**config.mk**
```make
export PLATFORM = sky130hd
export DESIGN_NAME = supv_reset_seq
export DESIGN_NICKNAME = d
export VERILOG_FILES = /design/src/rtl/supv_pkg.sv /design/src/rtl/supv_sync.sv /design/src/rtl/supv_delay_chan.sv /design/src/rtl/supv_cause.sv /design/src/rtl/supv_reset_seq.sv
export SDC_FILE = /design/constraint.sdc
export NUM_CORES = 1
export LEC_CHECK = 0
export ABC_AREA = 0
export BUFFER_PORTS_ARGS = -buffer_cell sky130_fd_sc_hd__buf_2
export CORE_ASPECT_RATIO = 0.9
export CORE_MARGIN = 2
export CORE_UTILIZATION = 40
export DETAILED_ROUTE_END_ITERATION = 8
export PLACE_DENSITY = 0.71
export SYNTH_ARGS = -nofsm -noshare
export SYNTH_HDL_FRONTEND = slang
export SYNTH_SLANG_ARGS = --single-unit
```
**constraint.sdc**
```tcl
create_clock -name clk -period 2.4 [get_ports clk]
set_input_delay 0.24 -clock clk [delete_from_list [all_inputs] [get_ports clk]]
set_output_delay 0.24 -clock clk [all_outputs]
set_load 0.05 [all_outputs]
```
**src/rtl/supv_pkg.sv**
```systemverilog
package supv_pkg;

  typedef enum logic [1:0] {
    CAUSE_SUPPLY = 2'd0,
    CAUSE_SENSE  = 2'd1,
    CAUSE_MANUAL = 2'd2,
    CAUSE_WDOG   = 2'd3
  } cause_e;

  // True when the tick about to be counted is the last one of the delay.
  function automatic logic delay_done(input int unsigned elapsed,
                                      input int unsigned ticks);
    return (elapsed + 1) >= ticks;
  endfunction

  // Fixed priority among causes that start on the same edge.
  function automatic cause_e pick_cause(input logic sup, input logic sns,
                                        input logic man, input logic wd);
    if (sup)      return CAUSE_SUPPLY;
    else if (man) return CAUSE_MANUAL;
    else if (sns) return CAUSE_SENSE;
    else          return CAUSE_WDOG;
  endfunction

endpackage

```
**src/rtl/supv_sync.sv**
```systemverilog
module supv_sync #(
  parameter int WIDTH = 3,
  parameter int STAGES = 2,
  parameter logic [WIDTH-1:0] RESET_VAL = '0
) (
  input  logic             clk,
  input  logic             rst_n,
  input  logic [WIDTH-1:0] din,
  output logic [WIDTH-1:0] dout
);
  logic [WIDTH-1:0] stg [STAGES];

  always_ff @(posedge clk) begin
    if (!rst_n) begin
      for (int i = 0; i < STAGES; i++) stg[i] <= RESET_VAL;
    end else begin
      stg[0] <= din;
      for (int i = 1; i < STAGES; i++) stg[i] <= stg[i-1];
    end
  end

  assign dout = stg[STAGES-1];
endmodule

```
**src/rtl/supv_delay_chan.sv**
```systemverilog
module supv_delay_chan
  import supv_pkg::*;
#(
  parameter int DELAY_TICKS = 130,
  parameter bit OD_STYLE = 1'b0
) (
  input  logic clk,
  input  logic rst_n,
  input  logic tick,
  input  logic hold,
  input  logic kick,
  output logic rst_out_n,
  output logic drv_en
);
  localparam int CW = (DELAY_TICKS > 1) ? $clog2(DELAY_TICKS) : 1;

  logic          asserted;
  logic [CW-1:0] elapsed;
  logic          last_tick;

  assign last_tick = delay_done(32'(elapsed), DELAY_TICKS);

  always_ff @(posedge clk) begin
    if (!rst_n) begin
      asserted <= 1'b1;
      elapsed  <= '0;
    end else if (hold || kick) begin
      asserted <= 1'b1;
      elapsed  <= '0;
    end else if (asserted && tick) begin
      if (last_tick) begin
        asserted <= 1'b0;
        elapsed  <= '0;
      end else begin
        elapsed <= elapsed + 1'b1;
      end
    end
  end

  assign rst_out_n = ~asserted;

  generate
    if (OD_STYLE) begin : g_od
      assign drv_en = asserted;
    end else begin : g_pp
      assign drv_en = 1'b1;
    end
  endgenerate
endmodule

```
**src/rtl/supv_cause.sv**
```systemverilog
module supv_cause
  import supv_pkg::*;
(
  input  logic       clk,
  input  logic       rst_n,
  input  logic       supply_fail,
  input  logic       sense_fail,
  input  logic       man_on,
  input  logic       wdog,
  output logic       any_start,
  output logic [1:0] cause
);
  logic   sup_q, sns_q, man_q;
  logic   sup_st, sns_st, man_st;
  cause_e cause_q;

  assign sup_st    = supply_fail & ~sup_q;
  assign sns_st    = sense_fail & ~sns_q;
  assign man_st    = man_on & ~man_q;
  assign any_start = sup_st | sns_st | man_st | wdog;

  always_ff @(posedge clk) begin
    if (!rst_n) begin
      sup_q   <= 1'b1;
      sns_q   <= 1'b1;
      man_q   <= 1'b0;
      cause_q <= CAUSE_SUPPLY;
    end else begin
      sup_q <= supply_fail;
      sns_q <= sense_fail;
      man_q <= man_on;
      if (any_start) cause_q <= pick_cause(sup_st, sns_st, man_st, wdog);
    end
  end

  assign cause = cause_q;
endmodule

```
**src/rtl/supv_reset_seq.sv**
```systemverilog
module supv_reset_seq #(
  parameter bit DUAL_MODE = 1'b0,
  parameter int DELAY_TICKS = 130,
  parameter int SYNC_STAGES = 2,
  parameter bit OD_STYLE = 1'b0
) (
  input  logic       clk,
  input  logic       rst_n,
  input  logic       tick_en,
  input  logic       supply_ok_in,
  input  logic       sense_ok_in,
  input  logic       man_rst_in_n,
  input  logic       wdog_expire,
  output logic       rst_a_n,
  output logic       rst_b_n,
  output logic       drv_a_en,
  output logic       drv_b_en,
  output logic [1:0] last_cause
);
  // Bit order of the synchronized bundle: {manual_n, sense_ok, supply_ok}
  localparam logic [2:0] SYNC_INIT = 3'b100;

  logic [2:0] flags_s;
  logic       supply_fail, sense_fail, man_on;
  logic       hold_a, hold_b, kick_a;
  logic       cause_start;

  supv_sync #(.WIDTH(3), .STAGES(SYNC_STAGES), .RESET_VAL(SYNC_INIT)) sync_i (
    .clk  (clk),
    .rst_n(rst_n),
    .din  ({man_rst_in_n, sense_ok_in, supply_ok_in}),
    .dout (flags_s)
  );

  assign supply_fail = ~flags_s[0];
  assign sense_fail  = ~flags_s[1];
  assign man_on      = ~flags_s[2];
  assign kick_a      = wdog_expire;

  generate
    if (DUAL_MODE) begin : g_dual
      assign hold_a = supply_fail | man_on;
      assign hold_b = sense_fail | man_on;

      supv_delay_chan #(.DELAY_TICKS(DELAY_TICKS), .OD_STYLE(OD_STYLE)) chan_a_i (
        .clk(clk), .rst_n(rst_n), .tick(tick_en), .hold(hold_a), .kick(kick_a),
        .rst_out_n(rst_a_n), .drv_en(drv_a_en)
      );
      supv_delay_chan #(.DELAY_TICKS(DELAY_TICKS), .OD_STYLE(OD_STYLE)) chan_b_i (
        .clk(clk), .rst_n(rst_n), .tick(tick_en), .hold(hold_b), .kick(1'b0),
        .rst_out_n(rst_b_n), .drv_en(drv_b_en)
      );
    end else begin : g_comb
      assign hold_a = supply_fail | sense_fail | man_on;
      assign hold_b = hold_a;

      supv_delay_chan #(.DELAY_TICKS(DELAY_TICKS), .OD_STYLE(OD_STYLE)) chan_a_i (
        .clk(clk), .rst_n(rst_n), .tick(tick_en), .hold(hold_a), .kick(kick_a),
        .rst_out_n(rst_a_n), .drv_en(drv_a_en)
      );
      assign rst_b_n  = rst_a_n;
      assign drv_b_en = drv_a_en;
    end
  endgenerate

  supv_cause cause_i (
    .clk        (clk),
    .rst_n      (rst_n),
    .supply_fail(supply_fail),
    .sense_fail (sense_fail),
    .man_on     (man_on),
    .wdog       (wdog_expire),
    .any_start  (cause_start),
    .cause      (last_cause)
  );
endmodule

```
## Word-level counts from Yosys, hierarchy flattened

Memories as Yosys holds them, arrays and structs flattened.
Index checks and enable logic that the tools add are counted.

| storage, ports and cells | value |
|---|---|
| register bits after elaboration | 14 |
| RAM bits | 6 |
| output and inout port bits | 6 |
| word-level logic and storage cells | 40 |
| memories | 1 |

| cells by class | value |
|---|---|
| add/subtract/negate cells | 2 |
| $lt $le $gt $ge | 1 |
| muxes and demuxes | 8 |
| bitwise operators | 18 |
| reduce and logical (&&, ||, !) cells | 4 |

Memory list:

| memory | words | bits a word | rd ports | clocked after Yosys merged registers in | write ports | RTL line | source |
|---|---|---|---|---|---|---|---|
| sync_i.stg | 2 | 3 | 2 | 0 | 2 | supv_sync.sv:11 | `logic [WIDTH-1:0] stg [STAGES];` |

Operators with widths:

| cell | count |
|---|---|
| $ge 32x8->1 const B | 1 |
| $add 8x1->9 const B | 1 |
| $add 8x1->8 const B | 1 |
| $mux 8 | 1 |
| $not 1->1 | 8 |
| $or 1x1->1 | 7 |
| $mux 2 | 3 |
| $mux 3 | 2 |
| $and 1x1->1 | 3 |
| $mux 1 | 2 |
| $reduce_and 2->1 | 1 |
| $reduce_or 2->1 | 1 |
| $logic_and 1x1->1 | 1 |
| $logic_or 1x1->1 | 1 |

## Logic depth before layout (Yosys ltp)

An unclocked memory read counts as a cell.

| logic depth | value |
|---|---|
| depth after elaboration | 6 |
| mapped depth | 5 |

## Modules after synthesis

From an unflattened synthesis, not the netlist that was laid out.

| second synthesis, totals | value |
|---|---|
| cell total of the unflattened synthesis | 126 |
| area, all modules | 1104.8 um2 |

By module, submodules not included:

| module | times used | cells an instance | area each (um2) | seq. area each (um2) |
|---|---|---|---|---|
| supv_delay_chan | 1 | 87 | 695.7 | 180.2 |
| supv_cause | 1 | 18 | 197.7 | 100.1 |
| supv_sync | 1 | 15 | 180.2 | 120.1 |
| supv_reset_seq | 1 | 6 | 31.3 | 0.0 |

## Least setup slack after synthesis

OpenSTA, ideal clock, no wires.

| timing path | value |
|---|---|
| kind | reg2reg |
| from | register g_comb.chan_a_i.elapsed[0] |
| to | register g_comb.chan_a_i.elapsed[1] |
| data arrival time | 1.404 ns |
| setup slack | 0.910 ns |
| stages on the path, launching flop included | 6 |
| period minus slack after synthesis | 1.490 ns |
| cells stage by stage | dfxtp_1 -> ha_1 -> nand2_1 -> o32ai_2 -> o211ai_2 -> a211oi_1 |

| between the ends | value |
|---|---|
| word-level cells in the longest chain between the ends | 3 |
| elaborated cells on any way between the ends | 4 |

Ends and longest elaborated chain:

| item | RTL line | source |
|---|---|---|
| start: declaration | supv_delay_chan.sv:18 | `logic [CW-1:0] elapsed;` |
| start signal: assignment | supv_delay_chan.sv:35 | `elapsed <= elapsed + 1'b1;` |
| $add 8x1->9 | supv_pkg.sv:13 | `return (elapsed + 1) >= ticks;` |
| $ge 32x8->1 | supv_pkg.sv:13 |  |
| $mux 8 * | supv_delay_chan.sv:31 | `if (last_tick) begin` |

Every way passes the cells marked *; elsewhere a longest branch is shown, timed or not.
A chain may end at the register's enable or synchronous reset.

## Worst setup path after layout

| timing path | value |
|---|---|
| from | register g_comb.chan_a_i.elapsed[0] |
| to | register g_comb.chan_a_i.elapsed[0] |

Same word-level chain as after synthesis.

==> results.yml <==
grt:
  grt_max_degree: 13
  antenna_found_initial: 0
  overflow: 0
  grt_pass1_wl_mm: 3.11
  grt.total_usage_pct: 13.8
  grt_pass1_vias: 712
route:
  finalWirelength_mm: 1.80
  dr.pass1.iters: 4
  drc: 0
  wl_per_cell_um: 13.1
  viasPerCell: 5.64
  first_iter_violations: 23
  via_count: 779
  ant_nets: 0
logic_synthesis:
  ys_warn_count: 0
  synth_top_family_by_area: "simple AND/OR/NAND/NOR gates"
  synth_edf_count: 0
  async_flop_share_pct: 0
  synth_seq_cells: 20
  synth_xor_area_share_pct: 6.26
  netlist_area_um2: 980
  synth_mux_area_share_pct: 0
  synth_simple_gate_area_share_pct: 24.8
  synthCells: 103
  synth.distinct_cells: 42
  synth_compound_gate_area_share_pct: 18.5
  ys_seq_area_share_pct: 40.9
  synthAdderAreaFrac_pct: 2.55
  syn-mean-instance-area_um2: 9.51
  ys.flop_type: "dfxtp_1"
timing:
  rsz0062_at_grt: "false"
  tns_ns: 0
  relSlewSlack_pct: 66.2
  fin_crit_ns: 1.78
  slew_viol_final: 0
  fmaxAchievable_mhz: 562
  skew_ns: 0.00151
  tightest_slew_ns: 0.502
  setup_viol: 0
  finalCritPeriodShare_pct: 74.2
  finalHoldViolCount: 0
  fin_ws_ns: 0.620
min_path:
  worstHoldPathType: "primary input to flop"
placed_design:
  pre_cts_ws_ns: 0.651
  gp_congestion: 0.851
  io_buffer_count: 10
  dp_hpwl_mm: 1.35
die:
  die_x_um: 56.2
  core-area_um2: 2240
  num_rows: 16
  die_height_um: 51.0
  pin_count: 13
  die_area_um2: 2860
  start_util_pct: 43.7
clocking:
  cts_setup_buffers: 0
  holdBufCountCts: 0
  cts_root_buf: "clkbuf_4"
  numCtsBuffers: 3
  cts_max_path_buffers: 2
  cts_resized: 0
  path_clk_slew_ns: 0.11
  cts_tree: "yes"
  clock_sinks: 20
  htree_levels: 1
  clock_latency_ns: 0.30
final_layout:
  diodes: 0
  drive_gt1_share_pct: 20.7
  nets: 121
  final_cell_mix: "dfxtp_1, buf_2, nand2_1"
  final_common_cell: "dfxtp_1"
  syn_to_final_growth_pct: 8.43
critical_path:
  reg2reg_slack_ns: 0.62
  cp-start-kind: "flop"
  critPathArrivalTime_ns: 2.02
  critPathKind: "flop to flop"
  worstPathRequired_ns: 2.63
  worstPathMaxFanout: 7
  worst_setup_path_end_kind: "flop"
outcome:
  status: "finished clean"
power:
  p_per_area_nw_per_um2: 621
  leakage_uw: 0.000418
  ir_drop_mv: 0.471
run:
  drv_cap: 0
==> routing by layer <==
metal  global-route usage, %  wire length (um)  up-vias
met2                    23.3               827       38
met1                    17.7               816      346
met5                       0                 0        -
met3                    3.04               143        4
met4                    3.97                15        0
li1                        -                 -      391
==> critical path: stages, from the launching register on <==
cell       delay [ns]
dfxtp_1          0.49
ha_1             0.31
nand2_1          0.12
o32ai_2          0.32
o2111ai_1        0.25
a31oi_1          0.22
==> report_power, final <==
part	leakage, uW	total [uW]	switching, uW	internal (uW)
Sequential	0.000163	345	3.96	341
Combinational	0.000226	42.9	30.1	12.8
Clock	0.0000279	273	104	169
Total	0.000418	660	138	522
==> synthesized netlist by cell type, types with 3 or more instances <==
| cell | instances | area [um^2] |
|---|---|---|
| nor2_1 | 4 | 15.0 |
| a21oi_1 | 5 | 25.0 |
| nand2_1 | 7 | 26.3 |
| xnor2_1 | 3 | 26.3 |
| dfxtp_1 | 20 | 400 |
| nand4_1 | 6 | 37.5 |
| a211oi_1 | 5 | 37.5 |
| xor2_1 | 4 | 35.0 |
| and2_1 | 5 | 31.3 |
| buf_4 | 4 | 30.0 |
==> cell type report <==
type	instances	area, um^2
clock buffer	3	22.5
sequential	20	400
timing repair buffer	10	50.0
inverter	2	7.51
multi-input combinational	75	518
fill	220	1180
clock inverter	1	30.0
tap	27	33.8
==> sequential cells by signal, summed over array words and instances, names as in the netlist <==
name	cells
cause_i.sup_q	1
cause_i.cause	2
g_comb.chan_a_i.asserted	1
g_comb.chan_a_i.elapsed	8
cause_i.sns_q	1
sync_i.stg	6
cause_i.man_q	1
==> worst paths after layout <==
check                                                from                                 endpoint  depth (start not counted)
setup / recovery  g_comb.chan_a_i.elapsed[0]$_SDFFE_PP0P_  g_comb.chan_a_i.elapsed[0]$_SDFFE_PP0P_                          5
hold / removal                               man_rst_in_n              sync_i.stg[0][2]$_SDFF_PN1_                          2
setup reg to reg  g_comb.chan_a_i.elapsed[0]$_SDFFE_PP0P_  g_comb.chan_a_i.elapsed[0]$_SDFFE_PP0P_                          5
hold reg to reg               sync_i.stg[0][3]$_SDFF_PN0_                 cause_i.sup_q$_SDFF_PN1_                          1
==> cell families after synthesis <==
family                   Yosys count
AO/OA/AOI/OAI                     24
XOR/XNOR                           7
adder cells (fa/ha/maj)            2
buffers and inverters              9
flip-flops                        20
other                              1
AND/OR/NAND/NOR                   40
==> stage by stage <==
step	utilization (%)	total power, uW	cells	hold slack, ns	instance area (um^2)
global route	47.4	682	138	0.0968	1060
finish	47.4	660	138	0.109	1060
global placement	45.0	394	134	0.376	1010
CTS	47.4	665	138	0.101	1060
floorplan	-	384	104	0.309	983
detailed placement	45.0	395	134	0.386	1010
No activity file was read; power rests on OpenSTA's default activity.
